<file path="src/rtl/exc_entry_seq.sv">
module exc_entry_seq #(
  parameter int DW      = 16,
  parameter int EW      = 4,
  parameter int VW      = 8,
  parameter int PC_BIAS = 6
) (
  input  logic             clk,
  input  logic             rst_n,
  input  logic             req_valid,
  output logic             req_ready,
  input  logic             req_reset,
  input  logic [VW-1:0]    req_vector,
  input  logic [DW-1:0]    req_next_pc,
  input  logic [DW-1:0]    req_ccr,
  output logic             busy,
  output logic             mem_req,
  output logic             mem_we,
  output logic             mem_data_space,
  output logic [EW+DW-1:0] mem_addr,
  output logic [DW-1:0]    mem_wdata,
  input  logic             mem_ack,
  input  logic [DW-1:0]    mem_rdata,
  output logic [DW-1:0]    sp_o,
  output logic [EW-1:0]    sk_o,
  output logic [DW-1:0]    pc_o,
  output logic [EW-1:0]    pk_o,
  output logic [EW-1:0]    zk_o,
  output logic [DW-1:0]    iz_o,
  output logic [DW-1:0]    ccr_o
);
  localparam int AW = EW + DW;

  typedef enum logic [2:0] {S_IDLE, S_INIT, S_PUSH_PC, S_PUSH_CCR, S_VEC} state_t;

  state_t          state;
  logic [1:0]      init_idx;
  logic [VW-1:0]   vec_q;
  logic [DW-1:0]   frame_pc;
  logic [DW-1:0]   sp_dec;
  logic            done;

  assign sp_dec    = sp_o - DW'(2);
  assign busy      = (state != S_IDLE);
  assign req_ready = ~busy;
  assign mem_req   = busy;
  assign mem_we    = (state == S_PUSH_PC) || (state == S_PUSH_CCR);
  assign mem_data_space = (state != S_INIT);
  assign mem_wdata = (state == S_PUSH_PC) ? frame_pc : ccr_o;
  assign done      = mem_ack && ((state == S_VEC) || (state == S_INIT && init_idx == 2'd3));

  always_comb begin
    case (state)
      S_INIT:                mem_addr = AW'({init_idx, 1'b0});
      S_PUSH_PC, S_PUSH_CCR: mem_addr = {sk_o, sp_dec};
      S_VEC:                 mem_addr = AW'({vec_q, 1'b0});
      default:               mem_addr = '0;
    endcase
  end

  always_ff @(posedge clk or negedge rst_n) begin
    if (!rst_n) begin
      state    <= S_IDLE;
      init_idx <= '0;
      vec_q    <= '0;
      frame_pc <= '0;
      sp_o     <= '0;
      sk_o     <= '0;
      pc_o     <= '0;
      pk_o     <= '0;
      zk_o     <= '0;
      iz_o     <= '0;
      ccr_o    <= '0;
    end else begin
      case (state)
        S_IDLE: if (req_valid) begin
          init_idx <= '0;
          vec_q    <= req_vector;
          frame_pc <= req_next_pc + DW'(PC_BIAS);
          if (req_reset) state <= S_INIT;
          else begin
            ccr_o <= req_ccr;
            state <= S_PUSH_PC;
          end
        end
        S_INIT: if (mem_ack) begin
          case (init_idx)
            2'd0: begin
              pk_o <= mem_rdata[EW-1:0];
              sk_o <= mem_rdata[2*EW-1:EW];
              zk_o <= mem_rdata[3*EW-1:2*EW];
            end
            2'd1: pc_o <= mem_rdata;
            2'd2: sp_o <= mem_rdata;
            default: iz_o <= mem_rdata;
          endcase
          init_idx <= init_idx + 2'd1;
          if (init_idx == 2'd3) state <= S_IDLE;
        end
        S_PUSH_PC: if (mem_ack) begin
          sp_o  <= sp_dec;
          state <= S_PUSH_CCR;
        end
        S_PUSH_CCR: if (mem_ack) begin
          sp_o  <= sp_dec;
          state <= S_VEC;
        end
        S_VEC: if (mem_ack) begin
          pc_o  <= mem_rdata;
          state <= S_IDLE;
        end
        default: state <= S_IDLE;
      endcase
    end
  end

  AST_ACCEPT_BUSY: assert property (@(posedge clk) disable iff (!rst_n)
    req_valid && req_ready |=> busy);
  AST_DONE_IDLE: assert property (@(posedge clk) disable iff (!rst_n)
    done |=> !busy);
  AST_HOLD_ACCESS: assert property (@(posedge clk) disable iff (!rst_n)
    mem_req && !mem_ack |=> mem_req && $stable(mem_addr) && $stable(mem_we)
      && $stable(mem_data_space) && $stable(mem_wdata));
  AST_PROG_READ_ONLY: assert property (@(posedge clk) disable iff (!rst_n)
    mem_req && !mem_data_space |-> !mem_we && mem_addr < AW'(8));
  AST_WRITE_DATA: assert property (@(posedge clk) disable iff (!rst_n)
    mem_req && mem_we |-> mem_data_space && mem_addr[AW-1:DW] == sk_o);
  AST_SP_STEP: assert property (@(posedge clk) disable iff (!rst_n)
    mem_req && mem_we && mem_ack |=> sp_o == $past(sp_o) - DW'(2));
  AST_VEC_LOAD: assert property (@(posedge clk) disable iff (!rst_n)
    state == S_VEC && mem_ack |=> pc_o == $past(mem_rdata) && $stable(pk_o));
  AST_VEC_RANGE: assert property (@(posedge clk) disable iff (!rst_n)
    mem_req && mem_data_space && !mem_we |-> !mem_addr[0] && mem_addr <= AW'(2 * (2**VW - 1)));
  AST_HOLDOFF: assert property (@(posedge clk) disable iff (!rst_n)
    busy |=> $stable(ccr_o));
endmodule

</file>
<file path="config.mk">
export PLATFORM = sky130hd
export DESIGN_NAME = exc_entry_seq
export DESIGN_NICKNAME = d
export VERILOG_FILES = /design/src/rtl/exc_entry_seq.sv
export SDC_FILE = /design/constraint.sdc
export NUM_CORES = 1
export LEC_CHECK = 0
export BUFFER_PORTS_ARGS = -buffer_cell sky130_fd_sc_hd__buf_2
export CAP_MARGIN = 20
export CORE_MARGIN = 1.5
export CORE_UTILIZATION = 45
export DETAILED_ROUTE_END_ITERATION = 8
export PLACE_DENSITY_LB_ADDON = 0.05
export SYNTH_ARGS = -nofsm -noshare
export SYNTH_HDL_FRONTEND = slang
export SYNTH_SLANG_ARGS = --single-unit
</file>
<file path="constraint.sdc">
create_clock -name clk -period 4.7 [get_ports clk]
set_input_delay 0.235 -clock clk [delete_from_list [all_inputs] [get_ports clk]]
set_output_delay 0.235 -clock clk [all_outputs]
set_load 0.05 [all_outputs]
</file>
==> qor.yml <==
tns_ns: 0
htree_num_levels: 3
postPlaceCellArea_um2: 6207
grt_overflow: 0
grt_max_degree: 62
drive_above_1_share_pct: 45.02
rsz0062_at_grt: "false"
fmax_ghz: 0.3610
synth_area_um2: 5259
netlist_instances: 463
clock_latency_ns: 0.35
yosysWarnings: 0
cp-end-kind: "output pin"
routedWlPerCell_um: 16.63
num-nets-final: 697
grt_pass1_wl_um: 21310
cts-root-buf: "clkbuf_16"
tightest_slew_ns: 0.9827
die_x_um: 111.1
synth-edff-count: 0
post-route-drc-count: 0
cts_setup_buffers: 0
yosys.cell_types.count: 55
fin_area_um2: 6496
status: "finished, final reports clean"
fin_cells: 776
clk_pin_slew_ns: 0.07
hold_viol_final: 0
worst-setup-path-type: "flip-flop to output pin"
ioPinCount: 178
dp_hpwl_um: 9504
start_util_pct: 46.06
dieHeight_um: 111.1
first_pass_iters: 4
place_congestion: 0.8391
ys_seq_area_share_pct: 49.96
grt_usage_pct: 21.91
placed_cells: 760
finClkSkew_ns: 0.006032
hold_class: "input port to flip-flop"
syn_to_final_growth_pct: 23.53
totalWireLength_um: 12900
cp-start-kind: "flip-flop"
synth_area_per_cell_um2: 11.36
antenna_found_initial: 1
grt_pass1_vias: 4175
cts.path.max_buffers: 2
portBuffers: 177
async_flop_share_pct: 100.0
synthesis.nets: 531
row_count: 39
setup_viol: 0
worstPathArrival_ns: 2.53
fillers: 1061
fin_crit_ns: 2.770
cts_buffers: 9
fin_crit_sh_pct: 58.93
cts_tree: "built"
final_max_slew_viol_count: 0
die_area_um2: 12340
maxSlewHeadroom_pct: 34.42
synth-seq-cells: 105
core-area_um2: 11420
n_antenna_cell: 0
dr.first_iter.drc_count: 172
ctsHoldBuffers: 1
crit_required_ns: 4.47
ant_nets: 0
cp_max_fo: 29
dr_total_vias: 4099
clock-sinks: 105
synth_ff_type: "dfrtp_1"
ctsResizeCount: 0
max_cap_violations: 0
vias_per_cell: 5.282
==> critical path, cell delays in order, from the launching register on <==
cell and delay, ns:
dfrtp_1 0.57, nand2b_1 0.21, buf_4 0.31, clkinv_1 0.35, buf_4 0.34, and2_1 0.19, buf_2 0.20
==> per-stage QoR <==
step / hold WS, ns / setup slack (ns) / utilization [%]
after global placement: 0.3549 / 2.372 / 54.36
after detailed placement: 0.3557 / 2.301 / 54.36
final: 0.1098 / 1.930 / 56.89
after floorplan: -0.06059 / 1.862 / -
after global routing: 0.1034 / 1.745 / 56.89
after CTS: 0.09649 / 1.920 / 56.89
==> final cells by class <==
type                       count  area [um2]  area share, %
inverter                      12       45.04         0.6934
multi-input combinational    319        2437          37.52
sequential                   105        2628          40.45
tap                          143       178.9          2.754
clock buffer                  10       239.0          3.679
clock inverter                 5       40.04         0.6163
timing repair buffer         182       928.4          14.29
==> registers in the layout, summed over array words and instances (netlist names) <==
name	cells
ccr_o	16
frame_pc	16
init_idx	2
iz_o	16
pc_o	16
pk_o	4
sk_o	4
sp_o	16
state	3
vec_q	8
zk_o	4
==> per-layer routing <==
| metal | wire length [um] | GRT usage (%) |
|---|---|---|
| met5 | 16 | 0 |
| met4 | 325 | 8.945 |
| met3 | 835 | 5.303 |
| met2 | 6320 | 36.91 |
| met1 | 5405 | 27.09 |
==> kinds of logic after synthesis <==
kind of cell,synth area share (%)
XOR/XNOR,3.831
adder cells (fa/ha/maj),1.665
AO/OA/AOI/OAI,9.541
AND/OR/NAND/NOR,12.68
flip-flops,49.96
multiplexers,18.63
buffers and inverters,3.688
==> path summary, 6_finish.rpt <==
check	slack (ns)	depth (start not counted)	from	endpoint
setup / recovery	1.93	6	state[1]	mem_addr[19]
hold reg to reg	0.48	2	frame_pc[5]	frame_pc[5]
max in group asynchronous	3.09	3	rst_n	sp_o[8]
min in group asynchronous	0.48	2	rst_n	sp_o[7]
hold / removal	0.11	2	req_ccr[10]	ccr_o[10]
setup reg to reg	2.33	7	state[1]	sp_o[14]
==> synthesized netlist by cell type (all sizes together), types with 7 or more instances <==
cell	number	share of area, %
a2bb2oi	7	1.2
nand2	41	3.1
buf	15	2.0
inv	11	0.79
nand3	8	0.76
o22ai	10	1.2
o21ai	32	3.0
dfrtp	105	50
xor2	10	1.7
mux2	87	19
ha	7	1.7
clkbuf	12	0.88
nor3	8	0.98
a21oi	17	1.8
xnor2	13	2.2
and2	7	0.83
nor2	29	2.2
==> cells in the final DEF (no fill, tap or decap), types with 3 or more instances in the layout <==
master	n
nor3_1	7
nand3_1	8
o21ai_0	32
nor4_1	3
xnor2_1	13
ha_1	7
nand4b_1	3
nor2_1	27
clkbuf_16	9
and2_1	7
xor2_1	10
nand4_1	4
a2bb2oi_1	7
mux2_1	10
buf_4	5
o22ai_1	10
nand2b_1	3
inv_1	11
a21oi_1	15
buf_2	176
mux2_2	77
dfrtp_1	105
nand2_1	39
Power is not shown: default switching activity piles up to over one toggle a cycle in this logic, so the estimate is an artifact.
